File: config.mk
export PLATFORM = sky130hd
export DESIGN_NAME = seeprom_target
export DESIGN_NICKNAME = d
export VERILOG_FILES = /design/src/rtl/seeprom_pkg.sv /design/src/rtl/seeprom_sync.sv /design/src/rtl/seeprom_wbuf.sv /design/src/rtl/seeprom_array.sv /design/src/rtl/seeprom_target.sv
export SDC_FILE = /design/constraint.sdc
export NUM_CORES = 1
export LEC_CHECK = 0
export ABC_AREA = 1
export BUFFER_PORTS_ARGS = -buffer_cell sky130_fd_sc_hd__buf_2
export CORE_UTILIZATION = 40
export DETAILED_ROUTE_END_ITERATION = 6
export PLACE_DENSITY = 0.57
export SYNTH_ARGS = -nofsm -noshare
export SYNTH_HDL_FRONTEND = slang
export SYNTH_HIERARCHICAL = 1
export SYNTH_SLANG_ARGS = --single-unit
export TNS_END_PERCENT = 20
File: constraint.sdc
create_clock -name clk -period 10.6 [get_ports clk]
set_input_delay 0 -clock clk [delete_from_list [all_inputs] [get_ports clk]]
set_output_delay 0 -clock clk [all_outputs]
set_load 0.005 [all_outputs]
File: src/rtl/seeprom_pkg.sv
package seeprom_pkg;
  typedef enum logic [2:0] {
    ST_IDLE,
    ST_CTRL,
    ST_ADDR,
    ST_WDATA,
    ST_RDATA,
    ST_SKIP
  } bus_st_e;

  localparam logic [3:0] DEV_CODE = 4'b1010;
  localparam int unsigned BYTE_W = 8;
endpackage

File: src/rtl/seeprom_sync.sv
module seeprom_sync #(
  parameter int unsigned STAGES = 2
) (
  input  logic clk,
  input  logic rst,
  input  logic scl_in,
  input  logic sda_in,
  output logic scl_s,
  output logic sda_s,
  output logic scl_rise,
  output logic scl_fall,
  output logic start_det,
  output logic stop_det
);
  logic [STAGES-1:0] scl_ff;
  logic [STAGES-1:0] sda_ff;
  logic              scl_q;
  logic              sda_q;

  always_ff @(posedge clk) begin
    if (rst) begin
      scl_ff <= '1;
      sda_ff <= '1;
      scl_q  <= 1'b1;
      sda_q  <= 1'b1;
    end else begin
      scl_ff <= {scl_ff[STAGES-2:0], scl_in};
      sda_ff <= {sda_ff[STAGES-2:0], sda_in};
      scl_q  <= scl_ff[STAGES-1];
      sda_q  <= sda_ff[STAGES-1];
    end
  end

  assign scl_s     = scl_ff[STAGES-1];
  assign sda_s     = sda_ff[STAGES-1];
  assign scl_rise  = scl_s & ~scl_q;
  assign scl_fall  = ~scl_s & scl_q;
  assign start_det = scl_s & scl_q & sda_q & ~sda_s;
  assign stop_det  = scl_s & scl_q & ~sda_q & sda_s;
endmodule

File: src/rtl/seeprom_wbuf.sv
module seeprom_wbuf #(
  parameter int unsigned DEPTH = 16,
  parameter int unsigned DW    = 8,
  localparam int unsigned IW   = $clog2(DEPTH),
  localparam int unsigned CW   = $clog2(DEPTH + 1)
) (
  input  logic          clk,
  input  logic          rst,
  input  logic          clr,
  input  logic          push,
  input  logic [DW-1:0] din,
  input  logic [IW-1:0] rd_off,
  output logic [DW-1:0] dout,
  output logic [CW-1:0] count
);
  localparam logic [CW-1:0] FULL   = CW'(DEPTH);
  localparam logic [IW:0]   DEPTHW = (IW + 1)'(DEPTH);
  localparam logic [IW-1:0] LASTI  = IW'(DEPTH - 1);

  logic [DW-1:0] mem [DEPTH];
  logic [IW-1:0] wp;
  logic [IW-1:0] oldest;
  logic [IW:0]   sum;
  logic [IW-1:0] ridx;

  always_ff @(posedge clk) begin
    if (push) mem[wp] <= din;
  end

  always_ff @(posedge clk) begin
    if (rst || clr) begin
      wp    <= '0;
      count <= '0;
    end else if (push) begin
      wp    <= (wp == LASTI) ? '0 : wp + 1'b1;
      count <= (count == FULL) ? count : count + 1'b1;
    end
  end

  always_comb begin
    oldest = (count == FULL) ? wp : '0;
    sum    = {1'b0, oldest} + {1'b0, rd_off};
    ridx   = (sum >= DEPTHW) ? IW'(sum - DEPTHW) : sum[IW-1:0];
    dout   = mem[ridx];
  end

  AST_FILL_BOUND: assert property (@(posedge clk) disable iff (rst)
    count <= FULL) else $error("buffer fill exceeds depth");
endmodule

File: src/rtl/seeprom_array.sv
module seeprom_array #(
  parameter int unsigned WORDS = 128,
  parameter int unsigned DW    = 8,
  localparam int unsigned AW   = $clog2(WORDS)
) (
  input  logic          clk,
  input  logic          we,
  input  logic [AW-1:0] waddr,
  input  logic [DW-1:0] wdata,
  input  logic [AW-1:0] raddr,
  output logic [DW-1:0] rdata
);
  logic [DW-1:0] mem [WORDS];

  always_ff @(posedge clk) begin
    if (we) mem[waddr] <= wdata;
    rdata <= mem[raddr];
  end
endmodule

File: src/rtl/seeprom_target.sv
module seeprom_target
  import seeprom_pkg::*;
#(
  parameter int unsigned MEM_BYTES   = 128,
  parameter int unsigned PAGE_BYTES  = 16,
  parameter int unsigned PROG_CYCLES = 2000,
  parameter int unsigned SYNC_STAGES = 2
) (
  input  logic clk,
  input  logic rst,
  input  logic scl_i,
  input  logic sda_i,
  output logic sda_pull
);
  localparam int unsigned AW = $clog2(MEM_BYTES);
  localparam int unsigned PW = $clog2(PAGE_BYTES);
  localparam int unsigned CW = $clog2(PAGE_BYTES + 1);
  localparam int unsigned TW = $clog2(PROG_CYCLES + 1);

  logic scl_s, sda_s, scl_rise, scl_fall, start_det, stop_det;

  seeprom_sync #(.STAGES(SYNC_STAGES)) u_sync (
    .clk(clk), .rst(rst), .scl_in(scl_i), .sda_in(sda_i),
    .scl_s(scl_s), .sda_s(sda_s), .scl_rise(scl_rise), .scl_fall(scl_fall),
    .start_det(start_det), .stop_det(stop_det)
  );

  bus_st_e           st;
  logic [3:0]        cnt;
  logic              ack_ph;
  logic              got_ack;
  logic              rd_req;
  logic [BYTE_W-1:0] shreg;
  logic [BYTE_W-1:0] txq;
  logic [AW-1:0]     ptr;
  logic [AW-1:0]     base;
  logic [TW-1:0]     timer;
  logic [CW-1:0]     cidx;
  logic              busy;

  logic              byte_done;
  logic              buf_clr, buf_push;
  logic [BYTE_W-1:0] buf_dout;
  logic [CW-1:0]     buf_count;
  logic              commit_go;
  logic              prog_go;
  logic [PW-1:0]     low_off;
  logic [AW-1:0]     mem_waddr;
  logic [BYTE_W-1:0] mem_rdata;

  assign busy      = (timer != '0);
  assign byte_done = scl_fall && !ack_ph && (cnt == 4'd8);
  assign buf_clr   = (st == ST_ADDR) && byte_done && !start_det && !stop_det;
  assign buf_push  = (st == ST_WDATA) && byte_done && !start_det && !stop_det;
  assign commit_go = busy && (cidx < buf_count);
  assign prog_go   = stop_det && (st == ST_WDATA) && (buf_count != '0) && !busy;
  assign low_off   = base[PW-1:0] + cidx[PW-1:0];
  assign mem_waddr = {base[AW-1:PW], low_off};

  seeprom_wbuf #(.DEPTH(PAGE_BYTES), .DW(BYTE_W)) u_wbuf (
    .clk(clk), .rst(rst), .clr(buf_clr), .push(buf_push), .din(shreg),
    .rd_off(cidx[PW-1:0]), .dout(buf_dout), .count(buf_count)
  );

  seeprom_array #(.WORDS(MEM_BYTES), .DW(BYTE_W)) u_array (
    .clk(clk), .we(commit_go), .waddr(mem_waddr), .wdata(buf_dout),
    .raddr(ptr), .rdata(mem_rdata)
  );

  // programming interval and commit sequencing
  always_ff @(posedge clk) begin
    if (rst) begin
      timer <= '0;
      cidx  <= '0;
    end else if (prog_go) begin
      timer <= TW'(PROG_CYCLES);
      cidx  <= '0;
    end else begin
      if (busy) timer <= timer - 1'b1;
      if (commit_go) cidx <= cidx + 1'b1;
    end
  end

  // bus protocol engine
  always_ff @(posedge clk) begin
    if (rst) begin
      st       <= ST_IDLE;
      cnt      <= '0;
      ack_ph   <= 1'b0;
      got_ack  <= 1'b0;
      rd_req   <= 1'b0;
      shreg    <= '0;
      txq      <= '0;
      ptr      <= '0;
      base     <= '0;
      sda_pull <= 1'b0;
    end else if (start_det) begin
      st       <= ST_CTRL;
      cnt      <= '0;
      ack_ph   <= 1'b0;
      got_ack  <= 1'b0;
      sda_pull <= 1'b0;
    end else if (stop_det) begin
      st       <= ST_IDLE;
      ack_ph   <= 1'b0;
      got_ack  <= 1'b0;
      sda_pull <= 1'b0;
    end else begin
      unique case (st)
        ST_CTRL, ST_ADDR, ST_WDATA: begin
          if (scl_rise && !ack_ph && cnt != 4'd8) begin
            shreg <= {shreg[BYTE_W-2:0], sda_s};
            cnt   <= cnt + 1'b1;
          end else if (byte_done) begin
            ack_ph <= 1'b1;
            if (st == ST_CTRL) begin
              if (shreg[7:4] == DEV_CODE && !busy) begin
                sda_pull <= 1'b1;
                rd_req   <= shreg[0];
              end else begin
                st <= ST_SKIP;
              end
            end else begin
              sda_pull <= 1'b1;
              if (st == ST_ADDR) begin
                base <= shreg[AW-1:0];
                ptr  <= shreg[AW-1:0];
              end
            end
          end else if (scl_fall && ack_ph) begin
            ack_ph <= 1'b0;
            cnt    <= '0;
            if (st == ST_CTRL && rd_req) begin
              st       <= ST_RDATA;
              txq      <= mem_rdata;
              sda_pull <= ~mem_rdata[BYTE_W-1];
            end else begin
              sda_pull <= 1'b0;
              if (st == ST_CTRL) st <= ST_ADDR;
              else if (st == ST_ADDR) st <= ST_WDATA;
            end
          end
        end
        ST_RDATA: begin
          if (scl_rise) begin
            if (cnt != 4'd8) cnt <= cnt + 1'b1;
            else if (!sda_s) got_ack <= 1'b1;
            else st <= ST_SKIP;
          end else if (scl_fall) begin
            if (got_ack) begin
              got_ack  <= 1'b0;
              cnt      <= '0;
              txq      <= mem_rdata;
              sda_pull <= ~mem_rdata[BYTE_W-1];
            end else if (cnt == 4'd8) begin
              sda_pull <= 1'b0;
              ptr      <= ptr + 1'b1;
            end else begin
              txq      <= {txq[BYTE_W-2:0], 1'b0};
              sda_pull <= ~txq[BYTE_W-2];
            end
          end
        end
        default: ;
      endcase
    end
  end

  AST_QUIET_WHILE_BUSY: assert property (@(posedge clk) disable iff (rst)
    busy |-> !sda_pull) else $error("target drives during programming");
  AST_PROG_FROM_STOP: assert property (@(posedge clk) disable iff (rst)
    $rose(busy) |-> $past(stop_det)) else $error("programming began without stop");
  AST_SKIP_RELEASED: assert property (@(posedge clk) disable iff (rst)
    (st == ST_SKIP) |-> !sda_pull) else $error("line held while ignoring");
  AST_PULL_SCL_LOW: assert property (@(posedge clk) disable iff (rst)
    (sda_pull != $past(sda_pull)) |-> !scl_s) else $error("data changed with clock high");
endmodule

==> reports/qor.csv, run 1 <==
stage;metric;value;unit
route;drc_errors;0;
route;antenna_left;0;
die;ioPinCount;5;
grt;use_met2;0.316;
synthesis;ys_ff_latch;1231;
cts;root_buffer;clkbuf_16;
grt;grt_pass1_wl;205000;um
sta;slew_viol_final;0;
synthesis;synth_area_per_cell;11.0;um2
grt;use_met1;0.297;
die;die_w;362;um
worst_setup_path;cp.arrival;5.62;ns
worst_setup_path;timing_worst_setup_path_type;reg2reg;
sta;hold_viol;0;
worst_setup_path;reg2reg_slack;5.42;ns
sta;worstMarginPinSlew;1.17;ns
worst_hold_path;hold_class;in2reg;
grt;grt_pass1_vias;32229;
synthesis;ys_top_cells_by_area;edfxtp_1 67%, nand2_1 11%, nand3_1 9.7%;
cts;clock_latency;0.77;ns
route;via_per_inst;5.32;
sta;fmax;0.193;GHz
die;rows;131;
die;die_height;362;um
route;vias;34360;
worst_setup_path;cp_slowest_cell;inv_1;
worst_setup_path;cpMostUsedCell;nand2_1;
cts;clkTransAtPathRegs;0.06;ns
sta;rsz0062_at_grt;no;
cts;clk_path_buf_depth;3;
grt;antenna_found_initial;0;
synthesis;synth_top_area_frac;0.667;
placement;portBuffers;4;
sta;max_slew_margin;0.215;
grt;grt.total_usage;0.205;
synthesis;ys_seq_area_frac;0.697;
run;cap_violations;0;
grt;met3_usage;0.0351;
grt;grt_max_degree;237;
finish;drive_gt1_frac;0.0582;
route;post_drt_wl_per_cell;21.0;um
worst_setup_path;cp_max_fo;68;
route;drt-total-wl;136000;um
cts;cts_buffers;132;
die;dieArea;131000;um2
power;p_per_area;204;nW/um2
route;drt_first_pass_iters;5;
sta;period_share;0.488;
placement;dp_hpwl;76500;um
power;total_power;11.6;mW
finish;syn2layout_area_growth;9.57;%
synthesis;syn-num-nets;4729;
synthesis;synthDistinctLibCells;43;
sta;min_period;5.18;ns
die;start_util;0.405;
cts;numClockSinks;1231;
power;vdd_ir_drop_max;0.000192;V
grt;top_usage_layer;met2;
synthesis;synth_area;51900;um2
placement;place_congestion;0.862;
synthesis;synth_top_area_cell;edfxtp_1;
run_status;status;complete, no violations;
synthesis;synthesis.instances;4702;
worst_setup_path;crit_path_end_kind;flip-flop;
cts;htree_levels;4;
power;total_leakage_power;20.2;nW
sta;setup_viol;0;
cts;cts_tree;built;
finish;fin_util;0.444;
sta;fin_skew;0.0323;ns
sta;tns;0;ns
worst_setup_path;cpPeakStageDelay;0.76;ns
worst_setup_path;critPathRequiredTime;11.04;ns
route;drt_iter0_markers;3290;
synthesis;yosys_warnings;6;
finish;nNetsFinal;4655;
die;core;128000;um2
grt;overflow;0;
worst_setup_path;startpoint_type;flip-flop;
worst_setup_path;path_cells;inv_1 > ha_1 > nand2_1 > inv_1 > nand2_1 > nor2_1 > ha_2 > fa_1 > buf_4 > inv_1 > o21ai_0 > o21ai_0 > nand2_1 > nand2_1 > nand2_1 > nand2_4 > buf_4;
## synthesized netlist by cell type, drive strengths merged
cell type,instances
nand2,1554
edfxtp,1152
nand3,1006
nor2,259
buf,222
inv,169
o21ai,81
dfxtp,79
a21oi,51
clkbuf,39
ha,21
nor3,20
nand4,17
xnor2,9
xor2,8
or2,6
fa,2
a211oi,1
a22oi,1
and2,1
nand3b,1
nor3b,1
o211a,1
o211ai,1
## registers in the layout, indices dropped and copies added, names as in the netlist, 2 cells and up
| register | cells |
|---|---|
| cidx | 5 |
| u_array/rdata | 8 |
| u_array/mem | 1024 |
| txq | 7 |
| st | 3 |
| u_wbuf/mem | 128 |
| timer | 11 |
| u_wbuf/count | 5 |
| cnt | 4 |
| base | 7 |
| u_wbuf/wp | 4 |
| ptr | 7 |
| u_sync/sda_ff | 2 |
| shreg | 8 |
| u_sync/scl_ff | 2 |
## where the power goes
| part | total [mW] | leakage [nW] | internal (mW) | switching (mW) |
|---|---|---|---|---|
| sequential | 5.40 | 11.0 | 5.30 | 0.0933 |
| combinational | 1.95 | 7.27 | 0.537 | 1.42 |
| clock | 4.26 | 1.92 | 2.38 | 1.89 |
| total | 11.6 | 20.2 | 8.22 | 3.40 |
## cells in the final DEF (no fill, tap or decap), types with 12 or more instances in the layout
| cell | n |
|---|---|
| o21ai_0 | 66 |
| dfxtp_1 | 75 |
| nand4_1 | 17 |
| edfxtp_1 | 1152 |
| a21oi_1 | 51 |
| buf_4 | 39 |
| nand2_4 | 13 |
| nor2_1 | 250 |
| clkbuf_1 | 25 |
| nor3_1 | 20 |
| o21ai_1 | 12 |
| ha_1 | 20 |
| inv_1 | 158 |
| nand2_1 | 1538 |
| clkbuf_16 | 134 |
| clkinv_2 | 23 |
| clkinv_1 | 28 |
| nand3_1 | 1002 |
## what timing repair did
item                                   4_1_cts  5_1_grt
resized for setup                            0        0
buffers inserted                             0        0
endpoints found under the hold margin       28        0
hold buffers                                 7        0
## final timing paths
kind,start,end,depth (start not counted)
min reg2reg,u_sync/scl_ff[0],u_sync/scl_ff[1],1
max reg2reg,u_wbuf/count[0],u_array/mem[42][0],17
max,u_wbuf/count[0],u_array/mem[42][0],17
min,rst,timer[10],3
## through the flow
stage	worst slack, ns	cells	hold slack, ns	area (um2)
after floorplan	6.29	4702	0.0971	51900
after global placement	5.55	6216	0.186	52900
after detailed placement	5.41	6216	0.186	52900
after CTS	5.41	6453	0.161	56900
after global routing	4.93	6453	0.206	56900
final	5.42	6455	0.195	56900
## logic make-up (layout without fill, tap and decap cells)
group | Yosys count | count (layout) | synth area share
DFF | 1231 | 1231 | 0.697
xor gates and xnor gates | 17 | 17 | 0.00301
buffers and inverters | 430 | 452 | 0.0445
adders and majority gates | 23 | 23 | 0.00584
and+or+nand+nor | 2865 | 2865 | 0.236
AOI/OAI and AO/OA | 136 | 136 | 0.0137
other | 0 | 2 | 0
## layer usage
metal | vias up | share of wire
li1 | 16100 | -
met1 | 16915 | 0.45
met2 | 1147 | 0.46
met3 | 198 | 0.067
met4 | 0 | 0.024
met5 | - | 0
## worst max-delay path, delay by kind of cell, from the launching register on
kind	cells	cell delay [ns]
buffers and inverters	5	1.87
flip-flops	1	0.40
AND/OR/NAND/NOR	7	1.17
adder cells (fa/ha/maj)	3	0.84
AO/OA/AOI/OAI	2	0.43
## final cells by class
class | count | area [um2]
fillers | 11880 | 71300
clock inverters | 70 | 464
clock buffers | 160 | 3460
flip-flops and latches | 1231 | 36200
well taps | 1729 | 2160
repair buffers | 53 | 443
diodes | 2 | 5.00
inverters | 169 | 664
multi-input cells | 3041 | 13500
Power figures use the tool's default switching activity.
==> inputs of run 2 (changes only) <==
Clock period 10.6 ns to 5.3 ns, I/O delays scaled along.
==> reports/qor.csv, run 2 (synthesis gave the netlist of run 1 again) <==
stage;metric;value;unit;change
worst_setup_path;startpoint_type;flip-flop;;
worst_hold_path;hold_class;in2reg;;
worst_setup_path;reg2reg_slack;1.03;ns;-4.39 ns
placement;dp_hpwl;77600;um;+1.5%
die;die_w;362;um;unchanged
finish;final_area;57400;um2;+1.0%
power;total_leakage_power;20.5;nW;+1.3%
route;vias;34288;;-0.21%
placement;dpl_cell_area;53100;um2;+0.46%
cts;clk_path_buf_depth;3;;unchanged
grt;grt_pass1_wl;205000;um;-0.23%
finish;syn2layout_area_growth;10.7;%;
worst_setup_path;crit_path_end_kind;flip-flop;;
route;post_drt_wl_per_cell;20.9;um;-0.37%
sta;slew_viol_final;0;;unchanged
worst_setup_path;timing_worst_setup_path_type;reg2reg;;
worst_setup_path;reg2reg_from;u_wbuf/count[0];;
finish;largest_register_ffs;1024;;unchanged
route;antenna_left;0;;unchanged
die;die_height;362;um;unchanged
sta;fmax;0.234;GHz;+21%
sta;worstMarginPinSlew;1.38;ns;+0.208 ns
cts;numClockSinks;1231;;unchanged
grt;overflow;0;;unchanged
cts;cts_buffers;134;;+1.5%
route;drt_first_pass_iters;5;;unchanged
placement;dp_cells;6227;;+0.18%
worst_setup_path;rr_worst_depth;15;;-2
finish;drive_gt1_frac;0.0617;;+0.00347
finish;fin_cells;6479;;+0.37%
route;drt_iter0_markers;3536;;+7.5%
worst_setup_path;cpMostUsedCell;nand2_1;;
worst_setup_path;cpPeakStageDelay;0.67;ns;-0.09 ns
sta;holdWs;0.194;ns;-0.00119 ns
power;p_per_area;414;nW/um2;+100%
cts;root_buffer;clkbuf_16;;
route;drt-total-wl;136000;um;about the same
finish;n_antenna_cell;0;;-2
cts;htree_levels;4;;unchanged
power;total_power;23.8;mW;+100%
sta;setup_viol;0;;unchanged
finish;fin_util;0.448;;+0.00461
worst_setup_path;cp_max_fo;69;;+1.5%
run_status;status;complete, no violations;;
sta;min_period;4.27;ns;-0.908 ns
grt;grt_pass1_vias;32243;;+0.043%
worst_setup_path;crit_path_end;u_array/mem[56][2];;
worst_setup_path;crit_family;simple AND/OR/NAND/NOR gates;;
cts;clock_latency;0.76;ns;about the same
finish;largest-register;u_array/mem;;
run;cap_violations;0;;unchanged
placement;dp_slack;1.03;ns;-4.39 ns
finish;most-common-layout-cells;1538 x nand2_1, 1152 x edfxtp_1, 1002 x nand3_1;;
cts;cts_setup_buffers;0;;unchanged
finish;reg.largest.list;u_array/mem (1024), u_wbuf/mem (128), timer (11);;
sta;period_share;0.805;;+0.317
worst_setup_path;startpoint;u_wbuf/count[0];;
sta;setup_slack;1.03;ns;-4.39 ns
worst_setup_path;critPathRequiredTime;5.76;ns;-5.28 ns
placement;portBuffers;4;;unchanged
worst_setup_path;cp.arrival;4.73;ns;-0.89 ns
grt;grt_max_degree;216;;-8.9%
die;ioPinCount;5;;unchanged
die;start_util;0.405;;unchanged
worst_setup_path;r2r-end;u_array/mem[56][2];;
sta;fin_skew;0.0259;ns;-0.00640 ns
sta;rsz0062_at_grt;no;;
die;rows;131;;unchanged
sta;hold_viol;0;;unchanged
grt;antenna_found_initial;0;;unchanged
cts;cts_resized;0;;unchanged
power;vdd_ir_drop_max;0.000394;V;+110%
cts;clkTransAtPathRegs;0.05;ns;about the same
placement;place_congestion;0.856;;-0.71%
route;via_per_inst;5.29;;-0.58%
finish;final_common_cell;nand2_1;;
sta;max_slew_margin;0.0769;;-0.138
finish;nNetsFinal;4668;;+0.28%
route;drc_errors;0;;unchanged
sta;tns;0;ns;unchanged
worst_setup_path;path_buf_inv;4;;-1
worst_setup_path;cp.depth;15;;-2
worst_setup_path;path_cells;inv_1 > ha_1 > nand2_1 > inv_1 > nand2_1 > nor2_1 > ha_2 > fa_1 > xnor2_2 > inv_2 > nand2_1 > nand2_1 > nand3_1 > nand2_4 > buf_4;;
die;core;128000;um2;unchanged
worst_setup_path;cp_slowest_cell;xnor2_2;;
die;dieArea;131000;um2;unchanged
grt;grt.total_usage;0.205;;about the same
cts;cts_tree;built;;
finish;fill_cells;11974;;+0.79%
==> run 2: cell count changes in the layout (fill, tap and decap cells not counted), moves of 2 or more <==
cell	delta
inv_16	+4
diode_2	-2
clkbuf_16	+2
clkbuf_1	+10
clkinv_8	+2
clkinv_1	-2
buf_4	-2
clkinv_2	-5
bufinv_16	+7
inv_6	-3
buf_12	+13
==> run 2: worst min-delay path by stage <==
stage	start	to	slack [ns]	cells past startpoint
detailed placement	scl_i	u_sync/scl_ff[0]	0.19	2
floorplan	scl_i	u_sync/scl_ff[0]	0.1	1
CTS	rst	timer[4]	0.15	3
finish	rst	timer[8]	0.19	3
global placement	scl_i	u_sync/scl_ff[0]	0.18	2
global route	rst	timer[8]	0.19	3
==> run 2: layout make-up <==
| cell class | instances | area [um2] | share of cell area |
|---|---|---|---|
| Inverter | 169 | 664 | 0.0116 |
| Multi-Input combinational cell | 3041 | 13500 | 0.234 |
| Timing Repair Buffer | 64 | 688 | 0.0120 |
| Clock buffer | 172 | 3550 | 0.0618 |
| Sequential cell | 1231 | 36200 | 0.630 |
| Clock inverter | 73 | 727 | 0.0127 |
| Tap cell | 1729 | 2160 | 0.0377 |
==> run 2: power breakdown <==
group	switching [mW]	internal [mW]	total (mW)
Clock	3.88	5.22	9.11
Combinational	2.77	1.09	3.86
Sequential	0.187	10.6	10.8
==> run 2: repair_timing <==
item | CTS | global route
hold buffers | 7 | 0
endpoints found under the setup margin | 0 | 0
hold endpoints to repair | 29 | 0
==> run 2: layer usage <==
metal	wire, um	GRT usage
met2	63000	0.323
met3	9060	0.0354
met5	0	0
met1	60100	0.290
met4	3490	0.0650
==> run 2: worst min-delay path, delay by kind of cell <==
| kind | cells | cell delay [ns] |
|---|---|---|
| AOI/OAI and AO/OA | 1 | 0.14 |
| buffers and inverters | 2 | 0.76 |
